**src/rtl/eagu_pkg.sv**
```systemverilog
package eagu_pkg;

    localparam int unsigned SHORT_W = 10;
    localparam int unsigned U7_W    = 7;
    localparam int unsigned PFX_W   = 13;

    typedef enum logic [3:0] {
        MD_NONE    = 4'd0,
        MD_PREFIX  = 4'd1,
        MD_BASE    = 4'd2,
        MD_STACK   = 4'd3,
        MD_REL7    = 4'd4,
        MD_REL10   = 4'd5,
        MD_RELREG  = 4'd6,
        MD_ABSIMM  = 4'd7,
        MD_ABSREG  = 4'd8,
        MD_SWINT   = 4'd9
    } mode_e;

    function automatic logic mode_takes_prefix(input mode_e m);
        return (m == MD_BASE) || (m == MD_STACK);
    endfunction

    function automatic logic mode_is_branch(input mode_e m);
        return (m == MD_REL7) || (m == MD_REL10) || (m == MD_RELREG) ||
               (m == MD_ABSIMM) || (m == MD_ABSREG);
    endfunction

endpackage

```
**src/rtl/eagu_prefix_latch.sv**
```systemverilog
module eagu_prefix_latch
    import eagu_pkg::*;
#(
    parameter int unsigned IMM_W = PFX_W
) (
    input  logic             clk,
    input  logic             rst,
    input  logic             req_valid,
    input  mode_e            mode,
    input  logic [IMM_W-1:0] imm_in,
    output logic             pend,
    output logic [IMM_W-1:0] pend_val
);

    always_ff @(posedge clk) begin
        if (rst) begin
            pend     <= 1'b0;
            pend_val <= '0;
        end else if (req_valid) begin
            if (mode == MD_PREFIX) begin
                pend     <= 1'b1;
                pend_val <= imm_in;
            end else begin
                pend     <= 1'b0;
                pend_val <= '0;
            end
        end
    end

endmodule

```
**src/rtl/eagu_calc.sv**
```systemverilog
module eagu_calc
    import eagu_pkg::*;
#(
    parameter int unsigned AW    = 24,
    parameter int unsigned VEC_W = 5
) (
    input  mode_e              mode,
    input  logic               is_store,
    input  logic [AW-1:0]      pc,
    input  logic [AW-1:0]      sp,
    input  logic [AW-1:0]      rb,
    input  logic [SHORT_W-1:0] imm,
    input  logic [PFX_W-1:0]   pfx_imm,
    input  logic               pfx_pend,
    input  logic [VEC_W-1:0]   vec,
    input  logic [AW-1:0]      ttbr,
    output logic [AW-1:0]      res_addr,
    output logic               res_branch,
    output logic               res_emit
);

    localparam int unsigned PAD7  = AW - U7_W;
    localparam int unsigned PAD10 = AW - SHORT_W;
    localparam int unsigned PAD13 = AW - PFX_W;
    localparam int unsigned PADV  = AW - VEC_W;

    logic [AW-1:0] u7_z, s7_x, s10_x, pfx_z, vec_z;
    logic [AW-1:0] base_disp;

    always_comb begin
        u7_z  = {{PAD7{1'b0}}, imm[U7_W-1:0]};
        s7_x  = {{PAD7{imm[U7_W-1]}}, imm[U7_W-1:0]};
        s10_x = {{PAD10{imm[SHORT_W-1]}}, imm};
        pfx_z = {{PAD13{1'b0}}, pfx_imm};
        vec_z = {{PADV{1'b0}}, vec};
        base_disp = pfx_pend ? pfx_z : '0;
    end

    always_comb begin
        res_addr   = '0;
        res_branch = mode_is_branch(mode);
        res_emit   = 1'b1;
        unique case (mode)
            MD_BASE:   res_addr = rb + base_disp;
            MD_STACK: begin
                if (pfx_pend) begin
                    res_addr = sp + pfx_z;
                end else begin
                    res_addr = sp + u7_z;
                    res_emit = !is_store;
                end
            end
            MD_REL7:   res_addr = pc + (s7_x << 1);
            MD_REL10:  res_addr = pc + (s10_x << 1);
            MD_RELREG: res_addr = pc + (rb << 1);
            MD_ABSIMM: res_addr = u7_z;
            MD_ABSREG: res_addr = rb;
            MD_SWINT:  res_addr = ttbr + (vec_z << 2);
            default:   res_emit = 1'b0;
        endcase
    end

endmodule

```
**src/rtl/eagu_out_reg.sv**
```systemverilog
module eagu_out_reg #(
    parameter int unsigned AW = 24
) (
    input  logic          clk,
    input  logic          rst,
    input  logic          take,
    input  logic [AW-1:0] addr_in,
    input  logic          branch_in,
    output logic          valid_q,
    output logic [AW-1:0] addr_q,
    output logic          branch_q
);

    always_ff @(posedge clk) begin
        if (rst) begin
            valid_q  <= 1'b0;
            addr_q   <= '0;
            branch_q <= 1'b0;
        end else begin
            valid_q <= take;
            if (take) begin
                addr_q   <= addr_in;
                branch_q <= branch_in;
            end
        end
    end

endmodule

```
**src/rtl/eagu_top.sv**
```systemverilog
module eagu_top
    import eagu_pkg::*;
#(
    parameter int unsigned AW    = 24,
    parameter int unsigned VEC_W = 5
) (
    input  logic               clk,
    input  logic               rst,
    input  logic               req_valid,
    input  logic [3:0]         req_mode,
    input  logic               req_store,
    input  logic [AW-1:0]      req_pc,
    input  logic [AW-1:0]      req_sp,
    input  logic [AW-1:0]      req_rb,
    input  logic [SHORT_W-1:0] req_imm,
    input  logic [PFX_W-1:0]   req_imm13,
    input  logic [VEC_W-1:0]   req_vec,
    input  logic [AW-1:0]      req_ttbr,
    output logic               eff_valid,
    output logic [AW-1:0]      eff_addr,
    output logic               eff_branch
);

    mode_e            mode;
    logic             pfx_pend;
    logic [PFX_W-1:0] pfx_val;
    logic [AW-1:0]    calc_addr;
    logic             calc_branch;
    logic             calc_emit;

    assign mode = mode_e'(req_mode);

    eagu_prefix_latch #(.IMM_W(PFX_W)) u_pfx (
        .clk       (clk),
        .rst       (rst),
        .req_valid (req_valid),
        .mode      (mode),
        .imm_in    (req_imm13),
        .pend      (pfx_pend),
        .pend_val  (pfx_val)
    );

    eagu_calc #(.AW(AW), .VEC_W(VEC_W)) u_calc (
        .mode       (mode),
        .is_store   (req_store),
        .pc         (req_pc),
        .sp         (req_sp),
        .rb         (req_rb),
        .imm        (req_imm),
        .pfx_imm    (pfx_val),
        .pfx_pend   (pfx_pend && mode_takes_prefix(mode)),
        .vec        (req_vec),
        .ttbr       (req_ttbr),
        .res_addr   (calc_addr),
        .res_branch (calc_branch),
        .res_emit   (calc_emit)
    );

    eagu_out_reg #(.AW(AW)) u_out (
        .clk       (clk),
        .rst       (rst),
        .take      (req_valid && calc_emit),
        .addr_in   (calc_addr),
        .branch_in (calc_branch),
        .valid_q   (eff_valid),
        .addr_q    (eff_addr),
        .branch_q  (eff_branch)
    );

endmodule

```
**config.mk**
```make
export PLATFORM = sky130hd
export DESIGN_NAME = eagu_top
export DESIGN_NICKNAME = d
export VERILOG_FILES = /design/src/rtl/eagu_pkg.sv /design/src/rtl/eagu_prefix_latch.sv /design/src/rtl/eagu_calc.sv /design/src/rtl/eagu_out_reg.sv /design/src/rtl/eagu_top.sv
export SDC_FILE = /design/constraint.sdc
export NUM_CORES = 1
export LEC_CHECK = 0
export ABC_AREA = 1
export CAP_MARGIN = 20
export CORE_UTILIZATION = 59
export DETAILED_ROUTE_END_ITERATION = 6
export MAX_ROUTING_LAYER = met4
export PLACE_DENSITY = 0.93
export SLEW_MARGIN = 20
export SYNTH_ARGS = -nofsm -noshare
export SYNTH_HDL_FRONTEND = slang
export SYNTH_HIERARCHICAL = 1
export SYNTH_SLANG_ARGS = --single-unit
```
**constraint.sdc**
```tcl
create_clock -name clk -period 7.35 [get_ports clk]
set_input_delay 1.47 -clock clk [delete_from_list [all_inputs] [get_ports clk]]
set_output_delay 1.47 -clock clk [all_outputs]
set_load 0.02 [all_outputs]
```
==> results of run 1 <==
synthesized netlist by cell type:
cell type  number
nand2_1       571
inv_1         295
nor2_1        205
nand3_1       128
ha_1           55
o21ai_0        49
a21oi_1        46
dfxtp_1        40
nand4_1        24
o21ai_1        18
nand3b_1       13
a21oi_2        11
nor3_1         11
nand3_2        10
buf_2           8
inv_2           8
nor2_2          7
or2_2           7
buf_4           6
buf_6           6
clkbuf_1        6
a21o_1          5
and2_1          5
o22ai_1         5
fa_1            4
o211ai_1        4
o21bai_1        4
a21boi_0        3
nand2_2         3
a221oi_1        2
a221oi_2        2
a31oi_1         2
nor2_4          2
nor3_4          2
nor3b_1         2
or2_0           2
xor2_1          2
a211oi_1        1
buf_12          1
o2111ai_1       1
o221ai_1        1
routing by layer:
layer / track usage, % / vias to the layer above / part of all wire [%]
met4: 20.65 / 0 / 5.9
met5: - / - / 0
li1: - / 5173 / -
met1: 54.08 / 4780 / 38
met3: 5.695 / 148 / 10
met2: 74.04 / 752 / 46
power by group:
part           switching, mW  internal, mW  total [mW]
clock network         0.0965         0.125       0.222
logic                  0.316         0.196       0.512
registers            0.00805         0.229       0.237
cells in the final DEF, fill, tap and decap left out, types with 3 or more instances in the layout:
| master | synthesis | routed |
|---|---|---|
| a21boi_0 | 3 | 3 |
| a21o_1 | 5 | 5 |
| a21oi_1 | 46 | 46 |
| a21oi_2 | 11 | 11 |
| and2_1 | 5 | 5 |
| buf_4 | 6 | 3 |
| clkbuf_16 | 0 | 5 |
| clkdlybuf4s50_1 | 0 | 157 |
| dfxtp_1 | 40 | 40 |
| fa_1 | 4 | 4 |
| ha_1 | 55 | 55 |
| inv_1 | 295 | 295 |
| inv_2 | 8 | 8 |
| nand2_1 | 571 | 571 |
| nand2_2 | 3 | 3 |
| nand3_1 | 128 | 128 |
| nand3_2 | 10 | 10 |
| nand3b_1 | 13 | 13 |
| nand4_1 | 24 | 24 |
| nor2_1 | 205 | 205 |
| nor2_2 | 7 | 7 |
| nor3_1 | 11 | 11 |
| o211ai_1 | 4 | 4 |
| o21ai_0 | 49 | 49 |
| o21ai_1 | 18 | 18 |
| o21bai_1 | 4 | 4 |
| o22ai_1 | 5 | 5 |
| or2_2 | 7 | 7 |
per-stage QoR:
step | power, mW | instance area [um2] | setup slack, ps | util (%) | cells
after floorplan | 0.5344 | 7994 | 3412 | - | 1577
after global placement | 0.7232 | 9613 | 2036 | 72.59 | 1886
after detailed placement | 0.7300 | 9613 | 1996 | 72.59 | 1886
after CTS | 0.9530 | 9757 | 2253 | 73.68 | 1894
after global routing | 1.025 | 9757 | 1874 | 73.68 | 1894
final | 0.9706 | 9757 | 2166 | 73.68 | 1894
area by class of cell:
cell class	instances	share of cell area (%)
well taps	176	2.257
inverters	303	11.66
clock buffers	5	1.282
multi-input cells	1207	60.07
clock inverters	3	0.1924
flip-flops and latches	40	8.207
repair buffers	160	16.34
flip-flops by register name, summed over array words and instances (netlist names):
| register | flops |
|---|---|
| u_out/addr_q | 24 |
| u_pfx/pend | 1 |
| u_pfx/pend_val | 13 |
| u_out/valid_q | 1 |
| u_out/branch_q | 1 |
cell families after synthesis:
kind of cell,after synthesis
xor+xnor,2
buf+inv,330
fa+ha+maj,59
flops,40
compound gates,154
simple gates,992
critical path: stages:
cell and delay, ps:
clkdlybuf4s50_1 700, inv_2 110, nor3_4 490, o21ai_1 460, o21ai_1 260, inv_1 80, ha_1 340, nand2_1 190
inv_1 60, a21oi_1 260, nand3_1 200, nand2_1 120, nand3_1 70, nand3_1 100, nand2_1 50, inv_1 40
nand2_1 40, inv_1 90, nand2_1 70, nand2_1 90, nor2_2 50
final timing paths:
kind / start / slack, ps / to
worst max-delay path: req_mode[1] / 2170 / u_out/addr_q[19]
worst max register to register: u_pfx/pend / 3920 / u_out/addr_q[20]
worst min-delay path: u_out/addr_q[11] / 470 / u_out/addr_q[11]
worst min register to register: u_out/addr_q[11] / 470 / u_out/addr_q[11]
==> flow_metrics.py, run 1 <==
metrics = {
    "status": {
        "run_status": "finished clean",
    },
    "worst_setup_path": {
        "cp_data_arrival_time_ps": 5360,
        "cp.required_ps": 7530,
        "critical_path_peak_fanout": 15,
        "critical_path.startpoint_type": "input pin",
        "setup.worst_path.class": "input pin to flop",
        "worstSetupEndpointType": "flop",
        "worstRegToRegCells": 19,
    },
    "flow_run": {
        "drv_cap": 0,
    },
    "layout": {
        "num-nets-final": 1908,
        "drive_gt1_share_pct": 3.667,
        "regArea_um2": 800.8,
        "multi_input_area_um2": 5861,
        "syn2layout_area_growth_pct": 22.05,
        "final.fill_count": 1232,
        "antenna_cells_inserted": 0,
    },
    "place": {
        "place.port_buffers": 157,
        "place_congestion": 1.008,
        "detailedPlacementHpwl_um": 25580,
    },
    "sta": {
        "setup_viol": 0,
        "setup_repair_after_global_routing_missed_its_margin": "false",
        "finalSetupTns_ps": 0,
        "max_slew.worst_pin.slew_ps": 969.5,
        "final_hold_viol_count": 0,
        "maxSlewViolCount": 0,
        "fin_crit_sh_pct": 70.53,
        "final_period_minus_worst_setup_slack_ps": 5184,
        "finClkSkew_ps": 6.667,
        "timing.slew.headroom_pct": 34.93,
        "fmaxAchievable_mhz": 192.9,
        "hold-worst-slack_ps": 472.3,
    },
    "clocking": {
        "cts_max_level": 2,
        "clock-root-buffer": "clkbuf_16",
        "holdBufCountCts": 0,
        "clock_path_buffers": 2,
        "cts_buffers": 5,
        "cts.sinks": 40,
        "worst_skew_pair.late_latency_ps": 290,
        "tritoncts": "built",
        "clk_pin_slew_ps": 70,
        "post-cts-setup-buffer-count": 0,
        "postCtsResizedCells": 0,
    },
    "synthesis": {
        "synthSimpleGateAreaFrac_pct": 52.25,
        "yosysTopAreaCellShare_pct": 26.81,
        "postSynthRegisterBits": 40,
        "synthesized_net_count": 1768,
        "syn_area_um2": 7994,
        "synth_top_cell_by_area": "nand2_1",
        "synth.top_cells.by_area": "nand2_1, inv_1, dfxtp_1",
        "synthMuxAreaShare_pct": 0,
        "fraction_of_the_mapped_netlist_area_in_compound_gates_pct": 11.24,
        "synthesis.yosys.warnings": 6,
        "synth_fa_ha_area_share_pct": 9.610,
        "seq_area_frac_synth_pct": 10.02,
        "synthesis.instances": 1577,
        "post_synth.cell_area_avg_um2": 5.069,
        "xor_xnor_fraction_of_synth_area_pct": 0.2191,
        "synth.distinct_cells": 41,
        "synth_top_family_by_area": "simple AND/OR/NAND/NOR gates",
    },
    "power": {
        "ir_drop_uv": 90.73,
        "p_leak_nw": 5.257,
        "p_per_area_nw_per_um2": 99.48,
    },
    "worst_hold_path": {
        "whs_path_depth": 2,
        "worst_hold_path_type": "flop to flop",
    },
    "global_routing": {
        "grt_use_total_pct": 44.74,
        "grt_first_pass_wirelength_um": 48480,
        "grt_max_degree": 52,
        "grt_pass1_vias": 9739,
        "grt.overflow.total": 0,
        "grt_antenna_before_repair": 0,
    },
    "drt": {
        "drt-pass1-iter-count": 6,
        "final_antenna_net_count": 0,
        "route.detailed.vias_per_inst": 5.730,
        "drt_wl_total_um": 31240,
        "remaining_drc_errors": 0,
        "wl_per_cell_um": 16.49,
        "detail_route.iter0.violations": 1473,
        "via_count": 10850,
    },
    "floorplan": {
        "design.die.area_um2": 14020,
        "initial_core_util_pct": 60.36,
        "num_io_pins": 158,
        "design.core.area_um2": 13240,
        "die_x_um": 118.4,
        "rows": 42,
        "chipHeight_um": 118.4,
    },
}
Note: power is estimated with default switching activity, not from simulation.
==> run 2: changes to the inputs <==
CORE_UTILIZATION = 54   (was 59)
PLACE_DENSITY = 0.86   (was 0.93)
clock period = 5.3 ns   (was 7.35 ns; I/O delays follow)
==> run 2 against run 1 <==
- the run now ends with DRC left
- clock-buffer cell count stayed put
- die area is 9.1% higher
- global-route usage is 4.6 points lower
- utilization is 5.8 points lower
- sequential cell count stayed put
- cell count is 0.63% higher
- first-iteration DRC count is 28% lower
- sequential power is 38% higher
- critical path depth is 3 higher
- worst setup slack worse by 1500 ps
==> flow_metrics.py, run 2 (synthesized netlist as in run 1, its figures left out) <==
metrics = {
    "status": {
        "run_status": "finished with violations",
        "violations": "DRC",
    },
    "worst_setup_path": {
        "critical-path-max-stage-delay_ps": 680,
        "worstRegToRegCells": 20,
        "cp_data_arrival_time_ps": 4840,
        "timing.critical_path.cells": "clkdlybuf4s50_1, inv_2, nor3_4, nand2_1, o21ai_1, buf_4, o21ai_1, inv_1, ha_1, nand2_1, inv_1, a21oi_1, nand3_1, nand2_1, nand2_1, nand2_1, nand3_1, nand2_1, inv_1, nand2_1, inv_1, nand2_1, nand2_1, nor2_2",
        "timing.critical_path.mode_cell": "nand2_1",
        "critical_path.startpoint_type": "input pin",
        "worst-path-stages": 24,
        "critical_path.top_delay_family": "simple AND/OR/NAND/NOR gates",
        "critical_path_peak_fanout": 7,
        "setup.worst_path.class": "input pin to flop",
        "cp.required_ps": 5540,
        "worstSetupEndpointType": "flop",
        "cp_num_buf_inv": 7,
        "master_of_the_slowest_instance_on_the_critical_path": "clkdlybuf4s50_1",
    },
    "floorplan": {
        "initial_core_util_pct": 55.21,
        "design.die.area_um2": 15290,
        "die_x_um": 123.7,
        "num_io_pins": 158,
        "rows": 44,
        "chipHeight_um": 123.7,
        "design.core.area_um2": 14480,
    },
    "global_routing": {
        "grt_antenna_before_repair": 0,
        "grt_use_total_pct": 40.16,
        "grt_max_degree": 29,
        "grt_first_pass_wirelength_um": 45130,
        "grt.overflow.total": 0,
        "grt_pass1_vias": 9195,
    },
    "place": {
        "place_congestion": 1.004,
        "detailedPlacementHpwl_um": 25780,
        "place.port_buffers": 157,
        "detailedPlace.worstSlack_ps": 486.3,
        "instance_count_after_placement_with_tap_cells_included": 1898,
    },
    "layout": {
        "final_common_cell": "nand2_1",
        "num-nets-final": 1912,
        "syn2layout_area_growth_pct": 22.90,
        "largest_register_ff_count": 24,
        "biggestRegsByFlops": "u_out/addr_q x24, u_pfx/pend_val x13",
        "drive_gt1_share_pct": 3.891,
        "largest-register": "u_out/addr_q",
        "layout_common_cells": "nand2_1, inv_1, nor2_1, clkdlybuf4s50_1, nand3_1",
        "final_cell_count_no_fill": 1906,
        "antenna_cells_inserted": 0,
    },
    "clocking": {
        "tritoncts": "built",
        "worst_skew_pair.late_latency_ps": 290,
        "post-cts-setup-buffer-count": 0,
        "cts_buffers": 5,
        "cts.sinks": 40,
        "postCtsResizedCells": 0,
        "cts_max_level": 2,
        "holdBufCountCts": 0,
        "clock-root-buffer": "clkbuf_16",
        "clock_path_buffers": 2,
        "clk_pin_slew_ps": 70,
    },
    "sta": {
        "timing.slew.headroom_pct": 41.23,
        "setup_viol": 0,
        "setup_repair_after_global_routing_missed_its_margin": "false",
        "layout_setup_ws_ps": 691.7,
        "final_period_minus_worst_setup_slack_ps": 4608,
        "fin_crit_sh_pct": 86.95,
        "final_hold_viol_count": 0,
        "fmaxAchievable_mhz": 217.0,
        "maxSlewViolCount": 0,
        "finClkSkew_ps": 6.894,
        "finalSetupTns_ps": 0,
        "max_slew.worst_pin.slew_ps": 878.9,
    },
    "drt": {
        "drt_wl_total_um": 30330,
        "remaining_drc_errors": 2,
        "detail_route.iter0.violations": 1056,
        "wl_per_cell_um": 15.91,
        "final_antenna_net_count": 0,
        "route.detailed.vias_per_inst": 5.423,
        "drt-pass1-iter-count": 7,
        "via_count": 10340,
    },
    "flow_run": {
        "drv_cap": 0,
    },
    "worst_hold_path": {
        "whs_path_depth": 2,
        "worst_hold_path_type": "flop to flop",
    },
    "power": {
        "p_per_area_nw_per_um2": 142.5,
        "p_leak_nw": 5.284,
        "ir_drop_uv": 131.7,
    },
}
-- run 2: cell types whose count changed in the layout (fill, tap and decap cells not counted) --
cell,before,now
clkinv_4,1,0
inv_6,0,1
clkinv_2,2,0
clkinvlp_4,0,1
buf_4,3,7
bufinv_16,0,1
-- run 2: where the power goes --
group	internal, mW	switching, mW
Clock	0.224	0.146
Combinational	0.273	0.430
Sequential	0.317	0.0105
Total	0.815	0.586
-- run 2: final cells by class --
type | count | area (um2)
flip-flops and latches | 40 | 800.8
clock inverters | 3 | 46.29
inverters | 303 | 1137
repair buffers | 164 | 1624
fillers | 1428 | 4654
multi-input cells | 1207 | 5861
clock buffers | 5 | 125.1
well taps | 184 | 230.2
-- run 2: path summary, 6_finish.rpt --
kind | from | end | slack, ps
hold reg to reg | u_pfx/pend_val[11] | u_pfx/pend_val[11] | 470
setup / recovery | req_mode[0] | u_out/addr_q[19] | 690
setup reg to reg | u_pfx/pend | u_out/addr_q[22] | 2140
hold / removal | u_pfx/pend_val[11] | u_pfx/pend_val[11] | 470
-- run 2: layer usage --
| metal | global-route usage [%] | wire (um) | vias to the layer above | part of all wire, % |
|---|---|---|---|---|
| li1 | - | - | 5183 | - |
| met1 | 49.37 | 12420 | 4560 | 41 |
| met2 | 64.38 | 13630 | 492 | 45 |
| met3 | 5.998 | 2707 | 101 | 8.9 |
| met4 | 18.90 | 1573 | 0 | 5.2 |
| met5 | - | 0 | - | 0 |
-- run 2: worst register-to-register path, delay by kind of cell, from the launching register on --
| family | cells | cell delay (ps) |
|---|---|---|
| DFF | 1 | 340 |
| and+or+nand+nor | 14 | 1670 |
| buffers and inverters | 4 | 460 |
| AOI/OAI and AO/OA | 1 | 170 |
| adders and majority gates | 1 | 460 |
-- run 2: metrics by stage --
stage / power [mW] / instance area (um2) / utilization, % / hold slack (ps)
after detailed placement: 1.017 / 9653 / 66.67 / 460.1
final: 1.400 / 9824 / 67.85 / 467.2
after floorplan: 0.7411 / 7994 / - / 437.3
after global routing: 1.474 / 9824 / 67.85 / 490.0
after global placement: 1.010 / 9653 / 66.67 / 457.8
after CTS: 1.382 / 9824 / 67.85 / 469.9
==> run 3: changes to the inputs <==
CORE_MARGIN = 2   (was not set)
CTS_CLUSTER_DIAMETER = 150   (was not set)
==> run 3 against run 2 <==
- the run now ends clean
- register-to-register slack got worse by 20 ps
- clock-buffer cell count unchanged
- sequential share of layout area about the same
- critical endpoint is now u_out/addr_q[20]
- sequential power hardly changed
- non-clock buffer count fell by 2
- highest routed layer unchanged
==> flow_metrics.py, run 3 (synthesized netlist as in run 1, its figures left out) <==
metrics = {
    "sta": {
        "setup_repair_after_global_routing_missed_its_margin": "false",
        "final_period_minus_worst_setup_slack_ps": 4642,
        "max_slew.worst_pin.slew_ps": 988.9,
        "timing.slew.headroom_pct": 33.63,
        "finalSetupTns_ps": 0,
        "finClkSkew_ps": 7.527,
        "final_hold_viol_count": 0,
        "maxSlewViolCount": 0,
        "layout_setup_ws_ps": 657.9,
        "fin_crit_sh_pct": 87.59,
        "setup_viol": 0,
        "hold-worst-slack_ps": 471.2,
        "fmaxAchievable_mhz": 215.4,
    },
    "clocking": {
        "cts_max_level": 2,
        "clk_pin_slew_ps": 60,
        "tritoncts": "built",
        "post-cts-setup-buffer-count": 0,
        "clock_path_buffers": 2,
        "cts.sinks": 40,
        "cts_buffers": 5,
        "holdBufCountCts": 0,
        "postCtsResizedCells": 0,
        "clock-root-buffer": "clkbuf_16",
        "worst_skew_pair.late_latency_ps": 300,
    },
    "place": {
        "place_congestion": 1.060,
        "detailedPlacementHpwl_um": 26220,
        "instance_count_after_placement_with_tap_cells_included": 1896,
        "place.port_buffers": 157,
        "detailedPlace.worstSlack_ps": 464.9,
    },
    "power": {
        "ir_drop_uv": 119.6,
        "net_switching_power_of_the_design_uw": 579.7,
        "internal-power_uw": 763.4,
        "p_seq_share_pct": 24.3,
        "switching_share_pct": 43.16,
        "p_leak_nw": 5.267,
        "clock_power_share_pct": 23.1,
        "power.combinational.fraction_pct": 52.6,
        "p_per_area_nw_per_um2": 137.3,
    },
    "drt": {
        "route.detailed.vias_per_inst": 5.522,
        "final_antenna_net_count": 0,
        "drt-pass1-iter-count": 6,
        "drt_wl_total_um": 30950,
        "via_count": 10510,
        "remaining_drc_errors": 0,
        "detail_route.iter0.violations": 992,
        "wl_per_cell_um": 16.26,
    },
    "global_routing": {
        "grt.overflow.total": 0,
        "grt_antenna_before_repair": 0,
        "grt_first_pass_wirelength_um": 48380,
        "grt_pass1_vias": 9691,
        "grt_max_degree": 29,
        "grt_use_total_pct": 39.31,
    },
    "worst_setup_path": {
        "rr_endpoint": "u_out/addr_q[13]",
        "worstReg2RegStart": "u_pfx/pend",
        "worstSetupEndpointType": "flop",
        "worstRegToRegCells": 19,
        "setup.worst_path.class": "input pin to flop",
        "cp_data_arrival_time_ps": 4870,
        "critical_path_peak_fanout": 15,
        "cp.required_ps": 5530,
        "critical_path.startpoint_type": "input pin",
        "regToRegSetupSlack_ps": 2120,
    },
    "floorplan": {
        "design.die.area_um2": 15790,
        "chipHeight_um": 125.7,
        "rows": 44,
        "design.core.area_um2": 14480,
        "initial_core_util_pct": 55.21,
        "num_io_pins": 158,
        "die_x_um": 125.7,
    },
    "layout": {
        "largest-register": "u_out/addr_q",
        "final_core_utilization_pct": 67.56,
        "antenna_cells_inserted": 0,
        "layout_common_cells": "nand2_1, inv_1, nor2_1, clkdlybuf4s50_1, nand3_1",
        "final_cell_count_no_fill": 1904,
        "syn2layout_area_growth_pct": 22.37,
        "final_common_cell": "nand2_1",
        "drive_gt1_share_pct": 3.779,
        "largest_register_ff_count": 24,
        "biggestRegsByFlops": "u_out/addr_q x24, u_pfx/pend_val x13",
        "num-nets-final": 1910,
    },
    "worst_hold_path": {
        "min-delay-start": "u_pfx/pend_val[12]",
        "whs_path_depth": 2,
        "worstHoldEndpoint": "u_pfx/pend_val[12]",
        "worst_hold_path_type": "flop to flop",
    },
    "flow_run": {
        "drv_cap": 0,
    },
    "status": {
        "run_status": "finished clean",
    },
}
[run 3: through the flow]
step | power [mW] | instance area (um2)
floorplan | 0.7411 | 7994
global placement | 1.007 | 9638
detailed placement | 1.017 | 9638
CTS | 1.326 | 9782
global route | 1.423 | 9782
finish | 1.343 | 9782
[run 3: routing by layer]
layer | vias up | routed length, um | global-route usage, %
met1 | 4646 | 12630 | 49.19
met2 | 582 | 13810 | 62.19
li1 | 5171 | - | -
met4 | 0 | 1889 | 20.98
met3 | 115 | 2614 | 4.588
met5 | - | 0 | -
[run 3: worst max-delay path by stage]
stage                       end         from  depth (start not counted)
4_1_cts        u_out/addr_q[11]  req_mode[2]                         19
5_1_grt        u_out/addr_q[20]  req_mode[3]                         23
2_1_floorplan  u_out/addr_q[15]  req_mode[3]                         25
3_5_place_dp   u_out/addr_q[11]  req_mode[2]                         19
3_3_place_gp   u_out/addr_q[11]  req_mode[3]                         20
6_report       u_out/addr_q[20]  req_mode[2]                         22
[run 3: power groups by stage]
stage / clock network (mW) / registers, mW / logic [mW]
floorplan: 0 / 0.350 / 0.391
global placement: 0 / 0.333 / 0.674
detailed placement: 0 / 0.333 / 0.683
CTS: 0.311 / 0.327 / 0.688
global route: 0.322 / 0.328 / 0.773
finish: 0.310 / 0.327 / 0.706
[run 3: worst max-delay path: stages]
cell and delay (ps):
clkdlybuf4s50_1 580, nand2_2 160, nor3_4 440, o21ai_1 460, o21ai_1 260, inv_1 60
ha_1 340, nand2_1 200, inv_1 60, a21oi_1 320, nand2_1 90, nand2_1 90
nand3_1 130, nand2_1 140, nand3_1 80, nand2_1 60, inv_1 30, nand2_1 60
inv_1 40, nand2_1 50, nand2_1 50, nor2_1 90
[run 3: cell type report]
| cell class | count | area [um2] |
|---|---|---|
| timing repair buffer | 162 | 1609 |
| inverter | 303 | 1137 |
| multi-input combinational | 1207 | 5861 |
| tap | 184 | 230.2 |
| clock inverter | 3 | 18.77 |
| fill | 1420 | 4697 |
| clock buffer | 5 | 125.1 |
| sequential | 40 | 800.8 |
